**config.mk**
```make
export PLATFORM = sky130hd
export DESIGN_NAME = spec_track
export DESIGN_NICKNAME = d
export VERILOG_FILES = /design/src/rtl/spec_track.sv
export SDC_FILE = /design/constraint.sdc
export NUM_CORES = 1
export LEC_CHECK = 0
export ABC_AREA = 1
export BUFFER_PORTS_ARGS = -buffer_cell sky130_fd_sc_hd__clkbuf_2
export CELL_PAD_IN_SITES_DETAIL_PLACEMENT = 0
export CELL_PAD_IN_SITES_GLOBAL_PLACEMENT = 1
export CORE_MARGIN = 4
export CORE_UTILIZATION = 50
export CTS_CLUSTER_SIZE = 12
export DETAILED_ROUTE_END_ITERATION = 10
export PLACE_DENSITY = 0.91
export SYNTH_ARGS = -nofsm -noshare
export SYNTH_HDL_FRONTEND = slang
export SYNTH_SLANG_ARGS = --single-unit
```
**constraint.sdc**
```tcl
create_clock -name clk -period 4.8 [get_ports clk]
set_clock_uncertainty 0.2 [all_clocks]
set_input_delay 0.48 -clock clk [delete_from_list [all_inputs] [get_ports clk]]
set_output_delay 0.48 -clock clk [all_outputs]
set_load 0.02 [all_outputs]
```
**src/rtl/spec_track.sv**
```systemverilog
module spec_track #(
  parameter int NREG    = 32,
  parameter int AW      = 32,
  parameter int ENTRIES = 16,
  parameter int GRAN    = 3,
  localparam int RW = $clog2(NREG),
  localparam int EW = $clog2(ENTRIES),
  localparam int TW = AW - GRAN
) (
  input  logic          clk,
  input  logic          rst_n,
  input  logic          ld_valid,
  input  logic [1:0]    ld_kind,
  input  logic [RW-1:0] ld_reg,
  input  logic [AW-1:0] ld_addr,
  input  logic          ld_fault,
  input  logic          op_valid,
  input  logic [RW-1:0] op_src_a,
  input  logic [RW-1:0] op_src_b,
  input  logic [RW-1:0] op_dst,
  input  logic          st_valid,
  input  logic [AW-1:0] st_addr,
  input  logic          chk_valid,
  input  logic          chk_kind,
  input  logic [RW-1:0] chk_reg,
  output logic          chk_done,
  output logic          chk_recover
);

  logic [NREG-1:0]    tok;
  logic [ENTRIES-1:0] ent_v;
  logic [RW-1:0]      ent_r [ENTRIES];
  logic [TW-1:0]      ent_a [ENTRIES];
  logic [EW-1:0]      vptr;

  logic [ENTRIES-1:0] st_hit, chk_hit;
  logic               same_hit;
  logic [EW-1:0]      same_idx;

  wire          alloc = ld_valid & ld_kind[1];
  wire          dfail = ld_kind[0] & ld_fault;
  wire [EW-1:0] wslot = same_hit ? same_idx : vptr;

  always_comb begin
    same_hit = 1'b0;
    same_idx = '0;
    for (int i = 0; i < ENTRIES; i++) begin
      st_hit[i]  = st_valid & ent_v[i] & (ent_a[i] == st_addr[AW-1:GRAN]);
      chk_hit[i] = ent_v[i] & (ent_r[i] == chk_reg);
      if (ent_v[i] && ent_r[i] == ld_reg) begin
        same_hit = 1'b1;
        same_idx = EW'(i);
      end
    end
  end

  always_ff @(posedge clk) begin
    if (!rst_n) begin
      tok <= '0;
    end else begin
      if (op_valid) tok[op_dst] <= tok[op_src_a] | tok[op_src_b];
      if (ld_valid) tok[ld_reg] <= dfail;
    end
  end

  always_ff @(posedge clk) begin
    if (!rst_n) begin
      ent_v <= '0;
      vptr  <= '0;
    end else begin
      ent_v <= ent_v & ~st_hit;
      if (alloc) begin
        ent_v[wslot] <= ~dfail;
        if (!same_hit) vptr <= vptr + EW'(1);
      end
    end
  end

  always_ff @(posedge clk) begin
    if (alloc) begin
      ent_r[wslot] <= ld_reg;
      ent_a[wslot] <= ld_addr[AW-1:GRAN];
    end
  end

  always_ff @(posedge clk) begin
    if (!rst_n) begin
      chk_done    <= 1'b0;
      chk_recover <= 1'b0;
    end else begin
      chk_done    <= chk_valid;
      chk_recover <= chk_valid & (chk_kind ? ~|chk_hit : tok[chk_reg]);
    end
  end

endmodule


```
# Yosys cells after proc, flatten, opt, wreduce, memory -nomap -nowiden

Memory sizes are Yosys's and may differ from the RTL's.
Cells that the tools add are included.

Mux-type cells: 54
Bitwise operators: 56
Add/sub/neg operators: 1
Multipliers: 0
Eq/ne operators: 48
Shift-type cells: 0
Div/mod/pow operators: 0
Reduce and logical (&&, ||, !) cells: 22
Magnitude comparators: 9

Operators by type and width:

| cell                                                                                 | count |
|---|---|
| 29-bit equality test                                                                 | 16 |
| 5-bit equality test                                                                  | 32 |
| 32-bit 2-to-1 mux                                                                    | 3 |
| 32-bit bitwise mux                                                                   | 2 |
| 4-bit 2-to-1 mux                                                                     | 15 |
| 1-bit AND                                                                            | 51 |
| 5-bit by 6-bit less-than comparator with 1-bit output (second input constant)        | 5 |
| 1-bit 2-to-1 mux                                                                     | 26 |
| 1-bit logical AND                                                                    | 19 |
| 16-bit AND                                                                           | 1 |
| 16-bit bitwise mux                                                                   | 1 |
| 16-bit 2-to-1 mux                                                                    | 1 |
| 16-bit inverter                                                                      | 1 |
| 16-bit OR reduction                                                                  | 1 |
| 1-bit binary-select mux with 5-bit select                                            | 3 |
| 1-bit demux with 5-bit select                                                        | 2 |
| 5-bit by 1-bit greater-or-equal comparator with 1-bit output (second input constant) | 2 |
| 4-bit by 5-bit less-than comparator with 1-bit output (second input constant)        | 1 |
| 4-bit by 1-bit adder with 4-bit output (second input constant)                       | 1 |
| 1-bit demux with 4-bit select                                                        | 1 |
| 4-bit by 1-bit greater-or-equal comparator with 1-bit output (second input constant) | 1 |
| 1-bit inverter                                                                       | 2 |
| 2-bit AND reduction                                                                  | 1 |
| 1-bit logical NOT                                                                    | 1 |
| 1-bit bitwise OR                                                                     | 1 |

Bits in registers: 54
Bits in read-only memories: 0
Output and inout bits: 2
RAM bits: 544
Latch bits: 0
Input port bits: 99
Logic and storage cells: 197
Memories: 2

Memory list:

| memory | words | width | read ports | clocked after Yosys merged registers in | write ports | RTL line | text |
|---|---|---|---|---|---|---|---|
| ent_a  | 16    | 29    | 16         | 0                                       | 1           | 33       | `logic [TW-1:0] ent_a [ENTRIES];` |
| ent_r  | 16    | 5     | 16         | 0                                       | 1           | 32       | `logic [RW-1:0] ent_r [ENTRIES];` |

# Longest topological paths before layout

Gate-level depths: netlist (run 1).
An unclocked memory read counts as a cell.

Depth in word-level cells: 26
Depth in mapped cells: 27
Mapped depth without buffers: 24

# Least setup slack after synthesis (run 1)

OpenSTA, ideal clock, no wires.

Path kind: input-to-reg
Start point: input ld_reg[0]
End point: memory ent_a[6][0] (netlist bit) (enable)
Slack: 0.608 ns
Data arrival time: 3.566 ns
Required time: 4.173 ns
Library setup time: 0.427 ns
Buffers on the path: 3
Cell stages on the path: 18
Cells stage by stage: buf_6 -> inv_2 -> buf_6 -> buf_6 -> nand2_1 -> nand2_1 -> nor2_1 -> o2111ai_1 -> nand2_1 -> nor2_4 -> nand2_2 -> nor2_8 -> inv_2 -> nand3_2 -> nand3_2 -> nor2_4 -> inv_2 -> nor2_1

Longest elaborated chain between the ends: 19
Elaborated cells on any way between the ends: 64
Those cells by class: 16 x eq/ne; 32 x mux; 16 x reduce/logical

Ends and longest elaborated chain:

| what                           | RTL line | text |
|---|---|---|
| from (decl)                    | 14       | `input logic [RW-1:0] ld_reg,` |
| 5-bit equality test            | 50       | `if (ent_v[i] && ent_r[i] == ld_reg) begin` |
| 1-bit logical AND              | 50       |  |
| 1-bit 2-to-1 mux (16 in a row) | 50       |  |
| 4-bit 2-to-1 mux (*)           | 42       | `wire [EW-1:0] wslot = same_hit ? same_idx : vptr;` |
| to (decl)                      | 33       |  |

Every way passes the cells marked *; elsewhere a longest branch is shown, timed or not.

# Final worst setup path (run 1)

Start point: register ent_v[10]
End point: memory ent_r[8][0] (netlist bit) (enable)

Longest elaborated chain between the ends: 8
Elaborated cells on any way between the ends: 14
Those cells by class: 13 x mux; 1 x reduce/logical

Ends and longest elaborated chain:

| what                                                              | RTL line | text |
|---|---|---|
| from (decl)                                                       | 31       | `logic [ENTRIES-1:0] ent_v;` |
| from (signal assigned)                                            | 71       | `ent_v <= ent_v & ~st_hit;` |
| from (signal, indexed assignment)                                 | 73       | `ent_v[wslot] <= ~dfail;` |
| 1-bit logical AND (*)                                             | 50       |  |
| 4-bit 2-to-1 mux or 1-bit 2-to-1 mux (tied branches) (6 in a row) | 50       |  |
| 4-bit 2-to-1 mux (*)                                              | 42       |  |
| to (decl)                                                         | 32       |  |

Marks and branches as above.

==> results of run 1 <==
==> cells by family (layout without fill, tap and decap cells) <==
family / Yosys count / count (layout) / share of synthesized area
adders and majority gates: 1 / 1 / 0.0004456
other: 0 / 1 / 0
AOI/OAI and AO/OA: 605 / 605 / 0.1411
DFF: 598 / 598 / 0.6203
and+or+nand+nor: 851 / 851 / 0.1363
xor gates and xnor gates: 168 / 168 / 0.05241
buffers and inverters: 353 / 492 / 0.04938
==> final timing paths <==
check | start | end | slack [ns] | cells past startpoint
worst max-delay path | ent_v[10]$_SDFF_PN0_ | ent_r[8][0]$_DFFE_PP_ | 1.24 | 13
worst min register to register | vptr[2]$_SDFFE_PN0P_ | vptr[2]$_SDFFE_PN0P_ | 0.30 | 2
worst max register to register | ent_v[10]$_SDFF_PN0_ | ent_r[8][0]$_DFFE_PP_ | 1.24 | 13
worst min-delay path | ld_reg[3] | ent_r[5][3]$_DFFE_PP_ | 0.03 | 1
==> layer usage <==
layer,track usage,part of all wire
met3,0.08117,0.15
met4,0.1742,0.069
met2,0.4842,0.43
met5,0,0.00037
met1,0.4099,0.34
==> timing repair <==
action / in CTS / in global routing
setup endpoints to repair: 0 / 0
endpoints found under the hold margin: 2 / 0
hold buffers: 2 / 0
==> worst max-delay path, cell delays in order, from the launching register on <==
cell and delay [ns]:
dfxtp_1 0.60, o21ai_0 0.17, a21oi_1 0.16, nand3_1 0.16, nand2_1 0.14, nor2_2 0.07
nand2_2 0.11, nor2_8 0.07, nand2_1 0.08, nand4_2 0.11, inv_1 0.34, nand4_2 0.36
nor2_4 0.17, buf_4 0.43
==> Yosys cell counts, types with 3 or more instances <==
cell,number
edfxtp_1,544
buf_6,4
buf_2,14
o21ai_1,4
nand2_2,4
nand3_2,5
nor2_2,4
o31ai_1,6
a211oi_1,22
nor4_1,42
nand3_1,83
buf_1,12
a41oi_1,4
or2_2,19
a21oi_1,93
buf_4,3
xor2_1,120
o2111ai_1,34
dfxtp_1,54
nor2_1,223
a31oi_1,13
nor2_4,5
a221oi_1,84
inv_1,202
clkinv_1,12
inv_2,10
clkbuf_1,95
o21ai_0,173
nand4_1,49
nand2_1,360
or4_1,3
nor3b_1,3
and3_1,3
nor2_8,3
o2111a_1,4
a2111oi_0,24
xnor2_1,48
o22ai_1,107
nor3_1,39
o211ai_1,12
a22o_1,8
==> cell usage in the layout, fill, tap and decap left out, types with 39 or more instances in the layout <==
| master | n |
|---|---|
| a221oi_1 | 84 |
| a21oi_1 | 93 |
| nor2_1 | 219 |
| o21ai_0 | 173 |
| nand4_1 | 49 |
| buf_4 | 72 |
| nand2_1 | 360 |
| xor2_1 | 120 |
| nand3_1 | 83 |
| o22ai_1 | 107 |
| clkbuf_16 | 60 |
| nor3_1 | 39 |
| nor4_1 | 42 |
| xnor2_1 | 48 |
| inv_1 | 202 |
| dfxtp_1 | 54 |
| edfxtp_1 | 544 |
| clkbuf_2 | 94 |
==> power breakdown <==
group | switching (mW) | leakage, nW | internal (mW)
logic | 0.718 | 4.75 | 0.230
clock network | 1.94 | 0.858 | 2.36
registers | 0.0238 | 5.34 | 5.72
total | 2.68 | 10.9 | 8.32
==> final cells by class <==
| cell class | count | area, um2 |
|---|---|---|
| sequential | 598 | 17420 |
| inverter | 225 | 847.1 |
| antenna | 1 | 2.502 |
| clock buffer | 75 | 1588 |
| multi-input combinational | 1625 | 9313 |
| timing repair buffer | 173 | 1131 |
| clock inverter | 19 | 161.4 |
| fill | 4591 | 23910 |
| tap | 748 | 935.9 |
==> stage by stage <==
stage	util	area, um2	worst slack [ns]
final	0.5676	31400	1.237
after global routing	0.5676	31400	0.9750
after CTS	0.5676	31390	1.249
after detailed placement	0.5356	29620	0.6978
after global placement	0.5356	29620	0.7135
after floorplan	-	28080	0.6076
==> state kept, by name, summed over array words and instances, names as in the netlist <==
register and cells:
chk_done 1, chk_recover 1, ent_a 464, ent_r 80, ent_v 16, tok 32
vptr 4
==> impl_metrics.tcl, run 1 <==
set metrics [dict create \
    run_status "finished, final reports clean" \
    core_area_um2 55310 \
    placed_instances 3367 \
    synth_ff_type "edfxtp_1" \
    postCtsResizedCells 0 \
    synth.lib_cells_used.distinct 58 \
    final_max_slew_viol_count 0 \
    number_of_antenna_violations_at_the_first_check_in_global_routing 5 \
    numPortBuffers 94 \
    antenna_left 0 \
    drv.max_cap_violation_count 0 \
    route.final.wire_length_um 97380 \
    cts_buffer_depth 3 \
    die_w_um 245.0 \
    drtIter0Drc 3505 \
    critical_path_peak_fanout 35 \
    number_of_global_route_vias_before_repair 21359 \
    clkSlewWorstSetupHoldPaths_ns 0.06 \
    nNetsFinal 2783 \
    insertion_delay_ns 0.66 \
    synth.avg_cell_area_um2 10.90 \
    worstPathRequired_ns 4.84 \
    relSlewSlack 0.1734 \
    worst_pin_slew_ns 1.230 \
    grt_first_pass_wirelength_um 138100 \
    synth.top_cell.area_share 0.5818 \
    detailed_place_hpwl_um 60820 \
    cts_post_setup_buffers_inserted 0 \
    clock_tree_from_tritoncts "yes" \
    synth_seq_cells 598 \
    timing.hold.ws_ns 0.02591 \
    net_count_synth 2676 \
    final_period_minus_worst_setup_slack_ns 3.563 \
    h-tree-depth 2 \
    i_o_pin_count 101 \
    rows 86 \
    wl_per_cell_um 28.11 \
    synthTopCellsByArea "edfxtp_1 58%, nand2_1 4.8%, dfxtp_1 3.9%, xor2_1 3.7%, o21ai_0 3.1%" \
    grt_setup_unrepaired "no" \
    post_synth_inst_count 2576 \
    vdd_ir_drop_max_uv 373.9 \
    timing.setup.tns_ns 0 \
    die_y_um 245.0 \
    gp_routability_congestion 0.9520 \
    clk_root_buffer_cell "clkbuf_16" \
    design.die.area_um2 60010 \
    drive_gt1_frac 0.1138 \
    post-synth-top-area-cell "edfxtp_1" \
    synth-seq-area-share 0.6203 \
    viasPerCell 6.538 \
    critPathLaunchType "flop" \
    maximum_number_of_pins_on_one_net_before_global_route_repair 41 \
    synth-warning-count 0 \
    synth.cell_area_um2 28080 \
    clock_sinks 598 \
    timing.critical_path.to_type "flop" \
    area_delta_synth_final_pct 11.82 \
    critical_path_class "flop to flop" \
    cellLeakagePower_nw 10.95 \
    design_power_total_mw 10.99 \
    finalNonFillerCells 3464 \
    async_reset_ff_frac 0 \
    finalSetupViolCount 0 \
    cts_inserted_buffers 60 \
    drc 0 \
    gr-usage-all-layers 0.3147 \
    timing.hold.worst.class "primary input to flop" \
    timing.fmax_mhz 280.7 \
    initial_core_util 0.5076 \
    hold_viol_final 0 \
    power_density_nw_per_um2 350.2 \
    timing.critical_path.arrival_ns 3.60 \
    num_vias 22648 \
    detailedRoute.firstPassIterationCount 8 \
    synth-edff-count 544 \
    final_min_period_over_clock_period 0.7422 \
    globalRoute.totalOverflow 0 \
]
(Power assumes the default switching activity.)
==> run 2, diff against run 1 <==
- ABC_AREA: 1 -> 0
- CORE_UTILIZATION: 50 -> 52
- PLACE_DENSITY: 0.91 -> 0.9
- clock period: 4.8 -> 3.55 ns (I/O delays scaled with it)
==> run 2 against run 1 <==
Global-route usage down 4.0 points; clock power grew 38%; core utilization increased by 3.3 points; critical endpoint is now ent_r[0][3]$_DFFE_PP_; wire length shrank 19%.
==> impl_metrics.tcl, run 2 <==
set metrics [dict create \
    reg2reg_from "ent_r[2][3]$_DFFE_PP_" \
    layout.cells.most_common_list "544 x edfxtp_1, 524 x xor2_1, 131 x nor4_1" \
    crit_end "ent_r[0][3]$_DFFE_PP_" \
    timing.critical_path.arrival_ns 3.62 \
    clockPowerShare 0.401 \
    post_synth_inst_count 1942 \
    synth.avg_cell_area_um2 14.29 \
    gr-usage-all-layers 0.2751 \
    finalNonFillerCells 2831 \
    fillers 3849 \
    layout.cells.most_common "edfxtp_1" \
    synthTopCellsByArea "edfxtp_1 59%, xor2_1 17%, dfxtp_1 3.9%, nor4_1 3.0%, xnor2_1 2.8%" \
    post-synth-top-area-cell "edfxtp_1" \
    placed_instances 2715 \
    postPlaceCellArea_um2 29640 \
    synth.cell_area_um2 27750 \
    numPortBuffers 94 \
    core_area_um2 52660 \
    detailed_place_hpwl_um 50080 \
    synth-warning-count 0 \
    async_reset_ff_frac 0 \
    run_status "finished, final reports clean" \
    clkSlewWorstSetupHoldPaths_ns 0.06 \
    number_of_antenna_violations_at_the_first_check_in_global_routing 3 \
    critPathLaunchType "primary input" \
    hold_viol_final 0 \
    power.switching_fraction 0.2287 \
    power_density_nw_per_um2 467.1 \
    insertion_delay_ns 0.63 \
    timing.critical_path.to_type "flop" \
    synth.top_cell.area_share 0.5886 \
    clock_tree_from_tritoncts "yes" \
    rows 84 \
    max_stage_delay_ns 0.52 \
    maximum_number_of_pins_on_one_net_before_global_route_repair 54 \
    nNetsFinal 2198 \
    largest_reg_flops 464 \
    die_w_um 239.0 \
    number_of_global_route_vias_before_repair 17388 \
    num_vias 17383 \
    synth_most_common_cell "edfxtp_1" \
    critical_path_class "primary input to flop" \
    critical_path_top_delay_cell "dlygate4sd3_1" \
    timing.fmax_mhz 286.9 \
    synth_seq_cells 598 \
    timing.hold.worst.class "primary input to flop" \
    h-tree-depth 2 \
    gp_routability_congestion 0.8622 \
    drv.max_cap_violation_count 0 \
    i_o_pin_count 101 \
    relSlewSlack 0.3790 \
    critical_path_peak_fanout 15 \
    netlist_top_cells_count "544 x edfxtp_1, 524 x xor2_1, 134 x nor4_1" \
    synth.lib_cells_used.distinct 65 \
    worstPathRequired_ns 3.68 \
    viasPerCell 6.140 \
    wl_per_cell_um 27.89 \
    critPathMostFrequentCell "buf_4" \
    final_area_um2 31640 \
    antenna_left 0 \
    cellLeakagePower_nw 10.86 \
    worst_pin_slew_ns 0.9295 \
    detailedRoute.firstPassIterationCount 6 \
    synth-edff-count 544 \
    synth_ff_type "edfxtp_1" \
    p_switching_mw 3.380 \
    grt_setup_unrepaired "yes" \
    ff2ff_setup_slack_ns 0.20 \
    cellInternalPower_mw 11.40 \
    initial_core_util 0.5271 \
    drc 0 \
    worst_r2r_path_depth 11 \
    globalRoute.totalOverflow 0 \
    cp_cell_sequence "dlygate4sd3_1, clkbuf_2, buf_12, buf_4, xor2_1, nor4_1, and3_2, a211oi_1, o311ai_2, a221oi_4, o21ba_4, buf_4, nor3b_4, buf_6, clkbuf_16" \
    antenna-diode-count 0 \
    route.final.wire_length_um 78940 \
    final_period_minus_worst_setup_slack_ns 3.486 \
    area_delta_synth_final_pct 14.00 \
    design.die.area_um2 57130 \
    crit_start "ld_reg[1]" \
    drtIter0Drc 1859 \
    drive_gt1_frac 0.1731 \
    final_max_slew_viol_count 0 \
    final_min_period_over_clock_period 0.9820 \
    clock_sinks 598 \
    vdd_ir_drop_max_uv 493.1 \
    power_frac_comb 0.075 \
    clk_root_buffer_cell "clkbuf_16" \
    reg.largest.list "ent_a: 464 flops, ent_r: 80 flops, tok: 32 flops" \
    grt_first_pass_wirelength_um 114600 \
    synth-seq-area-share 0.6276 \
    cts_buffer_depth 3 \
    critical_path.reg2reg.endpoint "ent_r[0][3]$_DFFE_PP_" \
    cts_inserted_buffers 60 \
    finalSetupViolCount 0 \
    p_seq_frac 0.524 \
    die_y_um 239.0 \
    net_count_synth 2042 \
    register_name_with_the_most_flops "ent_a" \
]
run 2: worst max-delay path, delay by kind of cell:
family | cells | cell delay (ns)
buf+inv | 7 | 1.48
simple gates | 3 | 0.55
compound gates | 4 | 1.03
xor+xnor | 1 | 0.16
run 2: per-layer routing:
metal,GRT usage,share of wire,up-vias
met4,0.1146,0.045,6
met3,0.05192,0.10,219
met1,0.3644,0.37,8662
li1,-,-,7478
met2,0.4502,0.48,1018
met5,0.004209,0.00077,-
run 2: cells by family (layout without fill, tap and decap cells):
group           Yosys count  in the layout  synth area share
compound gates          131            131           0.03363
xor+xnor                612            612            0.1931
fa+ha+maj                 1              1         0.0004508
buf+inv                 130            331           0.02349
flops                   598            598            0.6276
mux                      55             55           0.03336
simple gates            415            415           0.08836
run 2: cell type report:
class | count | area (um2) | area share
clock buffer | 92 | 1683 | 0.05319
clock inverter | 15 | 135.1 | 0.004271
inverter | 18 | 67.56 | 0.002136
multi-input combinational | 1214 | 9812 | 0.3101
sequential | 598 | 17420 | 0.5505
tap | 688 | 860.8 | 0.02721
timing repair buffer | 206 | 1663 | 0.05256
run 2: stage by stage:
stage                     hold WS [ns]  setup TNS (ns)  power [mW]    util  setup WS [ns]
after floorplan                 0.2539          -37.15       8.475       -        -0.2218
after global routing           0.06226          -2.010       15.21  0.6008       -0.07431
after global placement          0.3001          -1.724       8.933  0.5629       -0.05252
after detailed placement        0.3146          -12.24       8.964  0.5629        -0.1277
final                          0.06588               0       14.78  0.6008        0.06388
after CTS                      0.04034               0       14.80  0.5987       0.007339
run 2: worst min path at each step:
stage | from | end | slack (ns) | cells past startpoint
after floorplan | ld_addr[3] | ent_a[0][0]$_DFFE_PP_ | 0.25 | 0
after global placement | ent_v[3]$_SDFF_PN0_ | ent_v[3]$_SDFF_PN0_ | 0.30 | 2
after detailed placement | ent_v[11]$_SDFF_PN0_ | ent_v[11]$_SDFF_PN0_ | 0.31 | 2
after CTS | ld_reg[4] | ent_r[4][4]$_DFFE_PP_ | 0.04 | 3
after global routing | ld_reg[4] | ent_r[4][4]$_DFFE_PP_ | 0.06 | 3
final | ld_reg[4] | ent_r[4][4]$_DFFE_PP_ | 0.07 | 3
run 2: power by group through the flow:
stage / Sequential [mW] / Combinational [mW] / Clock [mW]
after floorplan: 7.89 / 0.585 / 0
after global placement: 7.89 / 1.04 / 0
after detailed placement: 7.89 / 1.07 / 0
after CTS: 7.75 / 1.08 / 5.97
after global routing: 7.74 / 1.16 / 6.30
final: 7.75 / 1.11 / 5.92
run 2: repair_timing:
action	in CTS	in global routing
resized for setup	0	17
hold buffers	7	0
setup buffers	0	1
hold endpoints to repair	20	0
setup endpoints to repair	0	518
